[src/rtl/cseq_pkg.sv]
package cseq_pkg;

  typedef enum logic [2:0] {
    ST_IDLE,
    ST_LOAD_KEY,
    ST_LOAD_IV,
    ST_FILL,
    ST_PROCESS,
    ST_DRAIN
  } seq_state_e;

  typedef enum logic [1:0] {
    CMD_NONE  = 2'd0,
    CMD_START = 2'd1,
    CMD_KEY   = 2'd2,
    CMD_IV    = 2'd3
  } cmd_e;

  localparam logic [1:0] OP_BLK = 2'd0;
  localparam logic [1:0] OP_KEY = 2'd1;
  localparam logic [1:0] OP_IV  = 2'd2;

  localparam logic [2:0] MODE_CFB = 3'd2;
  localparam logic [2:0] MODE_OFB = 3'd3;
  localparam logic [2:0] MODE_CTR = 3'd4;

  // Stream modes exchange data in segments rather than whole blocks
  function automatic logic is_stream(input logic [2:0] m);
    return (m == MODE_CFB) || (m == MODE_OFB) || (m == MODE_CTR);
  endfunction

endpackage

[src/rtl/cseq_ctl_reg.sv]
module cseq_ctl_reg
  import cseq_pkg::*;
(
  input  logic       clk,
  input  logic       rst,
  input  logic       we,
  input  logic [7:0] wdata,
  input  logic       done_set,
  input  logic       busy,
  output cmd_e       cmd,
  output logic [2:0] wmode,
  output logic       wdec,
  output logic       done_q,
  output logic       irq_q,
  output logic [7:0] rdata
);

  logic       ie_q;
  logic       dec_q;
  logic [2:0] mode_q;
  logic       done_d;
  logic       ie_d;

  assign cmd   = we ? cmd_e'(wdata[1:0]) : CMD_NONE;
  assign wmode = wdata[4:2];
  assign wdec  = wdata[5];

  // A completion in the same cycle outranks a CPU clear
  always_comb begin
    done_d = done_q;
    if (done_set)
      done_d = 1'b1;
    else if (we && !wdata[7])
      done_d = 1'b0;
    ie_d = we ? wdata[6] : ie_q;
  end

  always_ff @(posedge clk) begin
    if (rst) begin
      done_q <= 1'b0;
      ie_q   <= 1'b0;
      dec_q  <= 1'b0;
      mode_q <= '0;
      irq_q  <= 1'b0;
    end else begin
      done_q <= done_d;
      ie_q   <= ie_d;
      irq_q  <= done_d & ie_d;
      if (we) begin
        dec_q  <= wdata[5];
        mode_q <= wdata[4:2];
      end
    end
  end

  assign rdata = {done_q, ie_q, dec_q, mode_q, 1'b0, busy};

endmodule

[src/rtl/cseq_in_shift.sv]
module cseq_in_shift #(
  parameter int DW    = 8,
  parameter int BYTES = 16,
  parameter int CW    = $clog2(BYTES + 1)
) (
  input  logic                  clk,
  input  logic                  rst,
  input  logic                  clr,
  input  logic                  en,
  input  logic                  we,
  input  logic [DW-1:0]         din,
  input  logic [CW-1:0]         unit,
  output logic [DW*BYTES-1:0]   data,
  output logic                  full
);

  localparam int W = DW * BYTES;

  logic [CW-1:0] cnt_q;
  logic [W-1:0]  shreg_q;

  assign full = (cnt_q == unit);
  assign data = shreg_q;

  // First byte written ends at the most significant end
  always_ff @(posedge clk) begin
    if (rst || clr) begin
      cnt_q   <= '0;
      shreg_q <= '0;
    end else if (en && we && !full) begin
      shreg_q <= {shreg_q[W-DW-1:0], din};
      cnt_q   <= cnt_q + 1'b1;
    end
  end

endmodule

[src/rtl/cseq_out_shift.sv]
module cseq_out_shift #(
  parameter int DW    = 8,
  parameter int BYTES = 16,
  parameter int CW    = $clog2(BYTES + 1)
) (
  input  logic                clk,
  input  logic                rst,
  input  logic                load,
  input  logic [DW*BYTES-1:0] ldata,
  input  logic                en,
  input  logic                pop,
  input  logic [CW-1:0]       unit,
  output logic [DW-1:0]       dout,
  output logic                empty
);

  localparam int W = DW * BYTES;

  logic [CW-1:0] cnt_q;
  logic [W-1:0]  shreg_q;

  assign empty = (cnt_q == unit);
  assign dout  = shreg_q[W-1 -: DW];

  always_ff @(posedge clk) begin
    if (rst) begin
      cnt_q   <= '0;
      shreg_q <= '0;
    end else if (load) begin
      cnt_q   <= '0;
      shreg_q <= ldata;
    end else if (en && pop && !empty) begin
      shreg_q <= {shreg_q[W-DW-1:0], {DW{1'b0}}};
      cnt_q   <= cnt_q + 1'b1;
    end
  end

endmodule

[src/rtl/cipher_cmd_seq.sv]
module cipher_cmd_seq
  import cseq_pkg::*;
#(
  parameter int DW        = 8,
  parameter int BLK_BYTES = 16,
  parameter int SEG_BYTES = 4
) (
  input  logic                       clk,
  input  logic                       rst,
  input  logic                       pwr_down,
  input  logic                       ctl_we,
  input  logic [7:0]                 ctl_wdata,
  output logic [7:0]                 ctl_rdata,
  input  logic                       din_we,
  input  logic [DW-1:0]              din_wdata,
  input  logic                       dout_re,
  output logic [DW-1:0]              dout_rdata,
  output logic                       dma_in_req,
  output logic                       dma_out_req,
  output logic                       done_flag,
  output logic                       irq,
  output logic                       cph_req,
  output logic [1:0]                 cph_op,
  output logic [((BLK_BYTES/SEG_BYTES)>1 ? $clog2(BLK_BYTES/SEG_BYTES) : 1)-1:0] cph_seg,
  output logic [2:0]                 cph_mode,
  output logic                       cph_dec,
  output logic [DW*BLK_BYTES-1:0]    cph_data,
  output logic [DW*BLK_BYTES-1:0]    cph_key,
  output logic [DW*BLK_BYTES-1:0]    cph_iv,
  output logic                       cph_abort,
  input  logic                       cph_rsp_valid,
  input  logic [DW*BLK_BYTES-1:0]    cph_rsp_data
);

  localparam int BLK_W = DW * BLK_BYTES;
  localparam int SEG_W = DW * SEG_BYTES;
  localparam int NSEG  = BLK_BYTES / SEG_BYTES;
  localparam int SGW   = (NSEG > 1) ? $clog2(NSEG) : 1;
  localparam int CW    = $clog2(BLK_BYTES + 1);

  seq_state_e       state_q;
  logic [SGW-1:0]   seg_q;
  logic [2:0]       act_mode_q;
  logic             act_dec_q;
  logic [1:0]       op_q;
  logic [BLK_W-1:0] key_q;
  logic [BLK_W-1:0] iv_q;
  logic             dma_in_q;
  logic             dma_out_q;
  logic             req_q;
  logic             abort_q;

  cmd_e             cmd;
  logic [2:0]       wmode;
  logic             wdec;
  logic             busy;
  logic             load_cmd;
  logic             start_ok;
  logic             in_block;
  logic             stream_act;
  logic             last_unit;
  logic             in_clr;
  logic             in_en;
  logic             in_full;
  logic [CW-1:0]    in_unit;
  logic [CW-1:0]    out_unit;
  logic [BLK_W-1:0] in_data;
  logic             out_load;
  logic             out_en;
  logic             out_empty;
  logic [BLK_W-1:0] out_ldata;
  logic             done_set;

  // ---------------- control / status register ----------------
  cseq_ctl_reg u_ctl (
    .clk      (clk),
    .rst      (rst),
    .we       (ctl_we),
    .wdata    (ctl_wdata),
    .done_set (done_set),
    .busy     (busy),
    .cmd      (cmd),
    .wmode    (wmode),
    .wdec     (wdec),
    .done_q   (done_flag),
    .irq_q    (irq),
    .rdata    (ctl_rdata)
  );

  // ---------------- decode ----------------
  always_comb begin
    busy       = (state_q != ST_IDLE);
    load_cmd   = (cmd == CMD_KEY) || (cmd == CMD_IV);
    start_ok   = (cmd == CMD_START) && (state_q == ST_IDLE);
    in_block   = (state_q == ST_FILL) || (state_q == ST_PROCESS) ||
                 (state_q == ST_DRAIN);
    stream_act = is_stream(act_mode_q);
    last_unit  = !stream_act || (seg_q == SGW'(NSEG - 1));
    in_en      = (state_q == ST_LOAD_KEY) || (state_q == ST_LOAD_IV) ||
                 (state_q == ST_FILL);
    in_unit    = (state_q == ST_FILL && stream_act) ? CW'(SEG_BYTES)
                                                    : CW'(BLK_BYTES);
    out_unit   = stream_act ? CW'(SEG_BYTES) : CW'(BLK_BYTES);
    out_en     = (state_q == ST_DRAIN);
    in_clr     = !pwr_down &&
                 (load_cmd || start_ok ||
                  (state_q == ST_DRAIN && out_empty && !last_unit));
    out_load   = !pwr_down && !load_cmd && (state_q == ST_PROCESS) &&
                 cph_rsp_valid;
    done_set   = out_load && last_unit;
  end

  // Segment results are moved to the top so bytes leave MSB first
  generate
    if (NSEG > 1) begin : g_seg_align
      always_comb begin
        if (stream_act)
          out_ldata = {cph_rsp_data[SEG_W-1:0], {(BLK_W-SEG_W){1'b0}}};
        else
          out_ldata = cph_rsp_data;
      end
    end else begin : g_blk_only
      always_comb out_ldata = cph_rsp_data;
    end
  endgenerate

  // ---------------- byte assembly and unload ----------------
  cseq_in_shift #(.DW(DW), .BYTES(BLK_BYTES), .CW(CW)) u_in (
    .clk  (clk),
    .rst  (rst),
    .clr  (in_clr),
    .en   (in_en),
    .we   (din_we),
    .din  (din_wdata),
    .unit (in_unit),
    .data (in_data),
    .full (in_full)
  );

  cseq_out_shift #(.DW(DW), .BYTES(BLK_BYTES), .CW(CW)) u_out (
    .clk   (clk),
    .rst   (rst),
    .load  (out_load),
    .ldata (out_ldata),
    .en    (out_en),
    .pop   (dout_re),
    .unit  (out_unit),
    .dout  (dout_rdata),
    .empty (out_empty)
  );

  // ---------------- sequencer ----------------
  always_ff @(posedge clk) begin
    if (rst) begin
      state_q    <= ST_IDLE;
      seg_q      <= '0;
      act_mode_q <= '0;
      act_dec_q  <= 1'b0;
      op_q       <= OP_BLK;
      key_q      <= '0;
      iv_q       <= '0;
      dma_in_q   <= 1'b0;
      dma_out_q  <= 1'b0;
      req_q      <= 1'b0;
      abort_q    <= 1'b0;
    end else begin
      dma_in_q  <= 1'b0;
      dma_out_q <= 1'b0;
      req_q     <= 1'b0;
      abort_q   <= 1'b0;
      if (pwr_down) begin
        state_q <= ST_IDLE;
        key_q   <= '0;
        iv_q    <= '0;
      end else if (load_cmd) begin
        state_q  <= (cmd == CMD_KEY) ? ST_LOAD_KEY : ST_LOAD_IV;
        dma_in_q <= 1'b1;
        if (in_block)
          abort_q <= 1'b1;
        if (cmd == CMD_IV)
          act_mode_q <= wmode;
      end else begin
        unique case (state_q)
          ST_IDLE: begin
            if (cmd == CMD_START) begin
              state_q    <= ST_FILL;
              seg_q      <= '0;
              act_mode_q <= wmode;
              act_dec_q  <= wdec;
              dma_in_q   <= 1'b1;
            end
          end
          ST_LOAD_KEY: begin
            if (in_full) begin
              key_q   <= in_data;
              op_q    <= OP_KEY;
              req_q   <= 1'b1;
              state_q <= ST_IDLE;
            end
          end
          ST_LOAD_IV: begin
            if (in_full) begin
              iv_q    <= in_data;
              op_q    <= OP_IV;
              req_q   <= 1'b1;
              state_q <= ST_IDLE;
            end
          end
          ST_FILL: begin
            if (in_full) begin
              op_q    <= OP_BLK;
              req_q   <= 1'b1;
              state_q <= ST_PROCESS;
            end
          end
          ST_PROCESS: begin
            if (cph_rsp_valid) begin
              dma_out_q <= 1'b1;
              state_q   <= ST_DRAIN;
            end
          end
          ST_DRAIN: begin
            if (out_empty) begin
              if (last_unit) begin
                state_q <= ST_IDLE;
              end else begin
                seg_q    <= seg_q + 1'b1;
                dma_in_q <= 1'b1;
                state_q  <= ST_FILL;
              end
            end
          end
          default: state_q <= ST_IDLE;
        endcase
      end
    end
  end

  assign dma_in_req  = dma_in_q;
  assign dma_out_req = dma_out_q;
  assign cph_req     = req_q;
  assign cph_op      = op_q;
  assign cph_seg     = seg_q;
  assign cph_mode    = act_mode_q;
  assign cph_dec     = act_dec_q;
  assign cph_data    = in_data;
  assign cph_key     = key_q;
  assign cph_iv      = iv_q;
  assign cph_abort   = abort_q;

endmodule

[config.mk]
export PLATFORM = sky130hd
export DESIGN_NAME = cipher_cmd_seq
export DESIGN_NICKNAME = d
export VERILOG_FILES = /design/src/rtl/cseq_pkg.sv /design/src/rtl/cseq_ctl_reg.sv /design/src/rtl/cseq_in_shift.sv /design/src/rtl/cseq_out_shift.sv /design/src/rtl/cipher_cmd_seq.sv
export SDC_FILE = /design/constraint.sdc
export NUM_CORES = 1
export LEC_CHECK = 0
export BUFFER_PORTS_ARGS = -buffer_cell sky130_fd_sc_hd__clkbuf_2
export CAP_MARGIN = 20
export CORE_MARGIN = 4
export CORE_UTILIZATION = 25
export CTS_CLUSTER_SIZE = 28
export DETAILED_ROUTE_END_ITERATION = 10
export GPL_ROUTABILITY_DRIVEN = 0
export SLEW_MARGIN = 5
export SYNTH_ARGS = -nofsm -noshare
export SYNTH_HDL_FRONTEND = slang
export SYNTH_SLANG_ARGS = --single-unit
[constraint.sdc]
create_clock -name clk -period 5.1 [get_ports clk]
set_input_delay 1.02 -clock clk [delete_from_list [all_inputs] [get_ports clk]]
set_output_delay 1.02 -clock clk [all_outputs]
set_load 0.03 [all_outputs]
Word-level counts from Yosys, hierarchy flattened
Cells that the tools add are included.
- add/sub/neg operators: 3
- eq/ne operators: 26
- multiplexer cells: 38
- reduce and logical (&&, ||, !) cells: 53
- bitwise gates (word level): 5
- operators by type and width (kind ; number):
    two-way mux 128 bit ; 3
    two-way mux 3 bit ; 10
    two-way mux 2 bit ; 9
    one-hot mux 3 bit (5 select lines) ; 1
    logical AND 1 bit ; 14
    equality test 3 x 2 -> 1 bit, second input constant ; 4
    AND reduction 6 bit ; 2
    logical OR 1 bit ; 11
    adder 5 x 1 -> 5 bit, second input constant ; 2
    equality test 5 bit ; 2
    two-way mux 1 bit ; 10
    two-way mux 5 bit ; 2
    != test 2 x 1 -> 1 bit, second input constant ; 5
    equality test 3 bit, second input constant ; 3
    AND reduction 4 bit ; 2
    nonzero test 2 bit ; 4
    OR reduction 4 bit ; 2
    zero test 1 bit ; 7
    equality test 2 bit, second input constant ; 3
    != test 3 x 2 -> 1 bit, second input constant ; 2
    != test 3 bit, second input constant ; 2
    one-hot mux 2 bit (3 select lines) ; 1
    AND reduction 3 bit ; 2
    nonzero test 3 bit ; 2
    other kinds (13) ; 20
- word-level logic and storage cells: 145
- input bits: 151
- bits in registers: 544
- output and inout port bits: 414

Depth between registers and ports, before layout
- word-level depth: 10
- mapped depth: 10
- depth with buffers taken out: 7

Cells and area by module
A second synthesis with hierarchy kept.
- cell total of the unflattened synthesis: 2641
- area total of the unflattened synthesis: 22509.1 µm²
- modules (own cells, without submodules) (module ; cells each ; sequential area each (µm²) ; instances ; area an instance (µm²)):
    cipher_cmd_seq ; 1361 ; 5425.2 ; 1 ; 10587.7
    cseq_out_shift ; 780 ; 2662.6 ; 1 ; 6680.2
    cseq_in_shift ; 466 ; 2662.6 ; 1 ; 4906.0
    cseq_ctl_reg ; 34 ; 140.1 ; 1 ; 335.3

Least setup slack after synthesis
Ideal clock, no wire load.
- path type: input to register
- start: input ctl_we
- end: register iv_q[124], in the netlist cph_iv[124]
- path slack: 2469 ps
- data required time: 4968 ps
- library setup time: 132 ps
- path buffers: 4
- stages: 8
- arrival: 2498 ps
- cell sequence: buf_2 and2_1 buf_2 or4_1 clkbuf_1 clkbuf_1 nand2_1 a21oi_1
- cells in the longest elaborated chain, start to end: 5
- elaborated cells on any way between the ends: 6
- those cells by class: eq/ne: 2; mux: 1; bitwise: 1; reduce/logical: 2
- ends and longest elaborated chain (item ; RTL line ; RTL):
    start: declaration ; cipher_cmd_seq.sv:11 ; input logic ctl_we,
    two-way mux 2 bit * ; cseq_ctl_reg.sv:24 ; assign cmd = we ? cmd_e'(wdata[1:0]) : CMD_NONE;
    equality test 2 bit ; cipher_cmd_seq.sv:93 ; load_cmd = (cmd == CMD_KEY) || (cmd == CMD_IV);
    logical OR 1 bit * ; cipher_cmd_seq.sv:93 ;
    inverter 1 bit (no line) * ; - ;
    AND reduction 3 bit (no line) * ; - ;
    end signal: assignment ; cipher_cmd_seq.sv:203 ; iv_q <= in_data;
    end: declaration ; cipher_cmd_seq.sv:47 ; logic [BLK_W-1:0] iv_q;
Every way passes the cells marked *; elsewhere a longest branch is shown, timed or not.
A chain may end at the register's enable or synchronous reset.

Final worst setup path
- start: register state_q[0]
- end: register u_in.shreg_q[14], in the netlist u_in.data[14]
- cells in the longest elaborated chain, start to end: 6
- elaborated cells on any way between the ends: 20
- those cells by class: eq/ne: 5; mux: 1; reduce/logical: 14
- ends and longest elaborated chain (item ; RTL line ; RTL):
    start: declaration ; cipher_cmd_seq.sv:41 ; seq_state_e state_q;
    start signal: assignment ; cipher_cmd_seq.sv:176 ; state_q <= (cmd == CMD_KEY) ? ST_LOAD_KEY : ST_LOAD_IV;
    equality test 3 x 2 -> 1 bit, or another cell as far along ; cipher_cmd_seq.sv:100, cipher_cmd_seq.sv:101 ;
    logical AND 1 bit, on equally long branches ; cipher_cmd_seq.sv:101, cipher_cmd_seq.sv:94, cipher_cmd_seq.sv:107 ;
    two-way mux 5 bit, or another cell as far along ; cipher_cmd_seq.sv:101 ; in_unit = (state_q == ST_FILL && stream_act) ? CW'(SEG_BYTES)
    equality test 5 bit / logical OR 1 bit (equally long branches) ; cseq_in_shift.sv:22, cipher_cmd_seq.sv:106 ;
    zero test 1 bit / logical AND 1 bit (equally long branches) ; cseq_in_shift.sv:30, cipher_cmd_seq.sv:105 ;
    logical AND 1 bit / logical OR 1 bit (equally long branches) ; cseq_in_shift.sv:30, cseq_in_shift.sv:27 ;
    end signal: assignment ; cseq_in_shift.sv:31 ; shreg_q <= {shreg_q[W-DW-1:0], din};
    end: declaration ; cseq_in_shift.sv:20 ; logic [W-1:0] shreg_q;
Parallel ways exist; a longest one is shown, timed or not.

==> results by stage <==
STA:
- The highest clock rate is 336 MHz.
- The number of hold-slack violations in the final timing report was 0.
- After routing, the total negative slack on setup checks comes to 0 ns.
- In the finished design, the share of the clock period the worst path needs comes to 0.584.
- Setup repair after global routing left no endpoint under its margin.
- The post-layout worst setup margin is 2.12 ns.
- Clock skew on the completed layout was measured at 0.0582 ns.
- The headroom to the max-slew limit is 0.345.
- The final count of pins violating max slew is 0.
- Setup violations remaining at the end of the flow were counted as 0.
- The clock period could shrink to 2.98 ns.
- The slew at the pin closest to its max-slew limit is 0.982 ns.

Floorplan:
- In this run the standard cell core region covers 80,800 µm².
- The starting utilization of the core area is 0.253.
- The die area is 86,500 µm².
- The die boundary height is 294 µm.
- Pin placement for this block handled 565 I/O pins.
- Measured along the x axis, the die boundary spans 294 µm.
- The number of placement rows is 104.

CTS:
- The number of CTS-inserted buffers is 61.
- The count of hold buffers inserted by post-cts repair is 0.
- Counting along the longest clock path gives a buffer depth of 3.
- Buffers added to address setup during post-CTS repair amount to 0.
- The insertion delay of the later-clocked pin in the worst-skew pair is 0.65 ns.
- The master cell of the clock root buffer is clkbuf_16.
- The clock transition at the registers of the reported paths is 0.06 ns.
- The total clock sinks is 544.
- The TritonCTS clock tree is built.
- The post-cts resize count is 0.
- The number of levels in the clock H-tree is 2.

Yosys:
- The share of Yosys cell area claimed by the top area cell type is 0.532.
- The share of flip-flops with an asynchronous set or reset is 0.
- The xor and xnor area share after synthesis is 0.00171.
- By area the synthesized netlist is led by dfxtp_1 53%, nand2_1 19%, a21oi_1 9.9%.
- The portion of synthesized area spent on multiplexers is 0.0251.
- The compound-gate portion of the synthesized area is 0.156.
- After synthesis, the most frequently instantiated cells are 1,020 x nand2_1, 544 x dfxtp_1, 406 x a21oi_1.
- In this run, synthesis inferred 0 flip-flops with an integrated enable.
- The synthesized cell area is 20,500 µm².
- After synthesis, the largest family of logic cells by area is simple AND/OR/NAND/NOR gates.
- Each instance of the synthesized netlist takes up on average 7.87 µm².
- The dominant cell by count in the synthesized netlist is nand2_1.
- The top cell type by total area after synthesis is dfxtp_1.
- The synthesis-stage register bit count is 544.
- Counting every instance in the synthesized netlist gives 2,602.
- Of the synthesized area, sequential elements account for 0.532.
- For this run, the number of Yosys warnings is 0.
- The adder and majority cell fraction of the synthesized area is 0.00306.
- The number of distinct standard cells referenced by the synthesized netlist is 53.
- Counting every net in the synthesized netlist gives 2,758.
- The most used flip-flop cell after synthesis is dfxtp_1.
- Of the total synthesized cell area, the portion taken by AND, OR, NAND and NOR gates is 0.233.

Power:
- The combinational cell fraction of total power is 0.040.
- In this run the power density over the cells is 348 nW/µm².
- The internal power of the cells totals 6.98 mW.
- Across the VDD grid, the largest voltage drop is 0.000255 V.
- The fraction of power consumed by the clock network is 0.491.
- The fraction of power spent switching nets is 0.234.
- Summed over all nets, the switching power comes to 2.13 mW.
- The part of the total power dissipated in sequential elements is 0.470.
- Summed over all cells, the static leakage comes to 9.43 nW.

Place:
- The worst setup timing slack at the placement stage is 2.02 ns.
- The HPWL after detailed placement is 50.8 mm.
- The number of instances in the placed design is 4,029.
- The post-detailed-placement cell area is 24,100 µm².
- Input and output buffers added on the ports amount to 563.

Drt:
- The count of TritonRoute iterations in the first routing pass is 5.
- After the first detailed-routing iteration, the DRC count stood at 1,301.
- The vias after detailed routing is 19,330.
- The via density per instance is 4.67.
- The routed wire length is 75.6 mm.
- Once detail routing completed, the nets flagged for antenna violations numbered 0.
- Dividing the detail-routed wire length by the instance count gives 18.2 µm.
- The final routed DRC violation total is 0.

Worst setup path:
- The category of cells accounting for the largest share of critical-path delay is compound AO/OA/AOI/OAI gates.
- The required time of the critical path is 5.64 ns.
- The capture instance of the worst register-to-register path is u_in.data[14].
- The slowest stage cell on the critical path is o2111a_4.
- The critical path class is reg2reg.
- STA classifies the critical path startpoint as a flop.
- Counting stages on the worst path, the most repeated cell is nor2_1.
- The logic depth of the worst register-to-register path is 6.
- The startpoint identified for the worst register-to-register timing path is state_q[0].
- Data arrives at the worst endpoint at 3.52 ns.
- The count of buffer and inverter cells on the critical path is 1.
- The signal on the critical path passes through nor2_1 -> nor2_1 -> o2111a_4 -> buf_4 -> nand2_1 -> a21oi_1.
- The largest single stage delay on the critical path is 0.85 ns.
- The minimum setup slack among reg-to-reg paths is 2.12 ns.
- The worst setup path is captured at a flop.
- Of all nets on the critical path, the largest fanout is 84.

Finish:
- The number of cells in the finished layout apart from fillers is 4,141.
- Of the cells placed in the final design, the portion with a size suffix greater than 1 is 0.238.
- The post-synthesis to final-layout area growth is 27.7%.
- The finished cells cover 26,100 µm².
- Measured on the finished design, the core utilization comes to 0.323.
- The final net count is 3,188.

Run:
- The count of maximum capacitance violations is 0.

Worst hold path:
- The hold path endpoint is cph_iv[16].
- In this run the worst hold path is classified as reg2reg.
- The count of cells along the worst hold path is 2.
- The startpoint identified for the worst hold timing path is cph_iv[16].

Global route:
- Entering global routing, the biggest net connects 177 pins.
- The number of global-route vias before repair is 17,963.
- After global routing the overflow that remains totals 0.
- The first global-routing pass estimated 113 mm of wire.
- The global router's overall resource usage is 0.165.
- The initial antenna violation count is 2.

Run status:
- The run finished with clean final reports.
==> power groups by stage <==
| stage | Clock, mW | Combinational [mW] | Sequential, mW |
|---|---|---|---|
| 2_1_floorplan | 0 | 0.208 | 4.37 |
| 6_report | 4.47 | 0.361 | 4.27 |
| 3_5_place_dp | 0 | 0.362 | 4.37 |
| 3_3_place_gp | 0 | 0.366 | 4.37 |
| 4_1_cts | 4.59 | 0.364 | 4.27 |
| 5_1_grt | 4.77 | 0.390 | 4.27 |
==> per-stage QoR <==
step                total power, mW  hold WS [ns]
finish                         9.10         0.452
CTS                            9.23         0.454
floorplan                      4.58         0.448
global placement               4.73         0.441
global route                   9.44         0.464
detailed placement             4.73         0.446
==> tightest hold or removal path: cells and delay by family, from the launching register on <==
kind	cells	cell delay, ns
and+or+nand+nor	1	0.05
AOI/OAI and AO/OA	1	0.05
DFF	1	0.30
==> cells by family (layout without fill, tap and decap cells) <==
group / Yosys count / in the layout
AOI/OAI and AO/OA: 564 / 564
xor gates and xnor gates: 4 / 4
adders and majority gates: 5 / 5
buffers and inverters: 232 / 710
DFF: 544 / 544
muxes: 47 / 47
other: 1 / 2
and+or+nand+nor: 1205 / 1205
==> layout by cell type, fill, tap and decap left out, types with 7 or more instances in the layout <==
cell type     n
mux2i_1      13
buf_12       12
dfxtp_1     544
o21ai_0       9
clkbuf_8     13
a32oi_1       8
a21oi_1     406
a311oi_1     47
mux2_2       34
inv_1         9
clkbuf_16    61
nor3_1        7
a31oi_1      75
nand3_1      79
clkbuf_2    562
nor2_1       57
nand2_1    1020
buf_4        16
clkbuf_1     18
==> metal layers <==
metal,GRT usage,wire length (µm)
met4,0.0632,2730
met5,0,0
met3,0.0339,4860
met2,0.266,34700
met1,0.219,33300
==> registers in the layout (all words and copies together) (netlist names) <==
| signal | flops |
|---|---|
| cph_seg | 2 |
| u_ctl.irq_q | 1 |
| cph_key | 128 |
| u_out.cnt_q | 5 |
| u_in.cnt_q | 5 |
| u_ctl.dec_q | 1 |
| cph_iv | 128 |
| u_in.data | 128 |
| cph_dec | 1 |
| cph_abort | 1 |
| cph_req | 1 |
| dma_in_req | 1 |
| u_ctl.mode_q | 3 |
| cph_mode | 3 |
| u_out.shreg_q | 128 |
| u_ctl.done_q | 1 |
| state_q | 3 |
| cph_op | 2 |
| u_ctl.ie_q | 1 |
| dma_out_req | 1 |
==> how the worst max path moves through the flow <==
stage,startpoint,end,slack [ns],cells past startpoint
2_1_floorplan,ctl_we,cph_iv[124],2.47,8
3_3_place_gp,ctl_we,cph_key[97],2.06,6
3_5_place_dp,ctl_we,u_out.shreg_q[68],2.02,7
4_1_cts,state_q[2],ctl_rdata[0],2.12,3
5_1_grt,state_q[0],u_in.data[14],1.94,6
6_report,state_q[0],u_in.data[14],2.12,6
==> layout make-up <==
class	count	area, µm²
fill	8608	54700
inverter	9	33.8
clock buffer	92	1770
antenna	1	2.50
timing repair buffer	590	3170
tap	1060	1330
sequential	544	10900
multi-input combinational	1826	8660
clock inverter	19	279
Note: power is estimated with default switching activity, not from simulation.
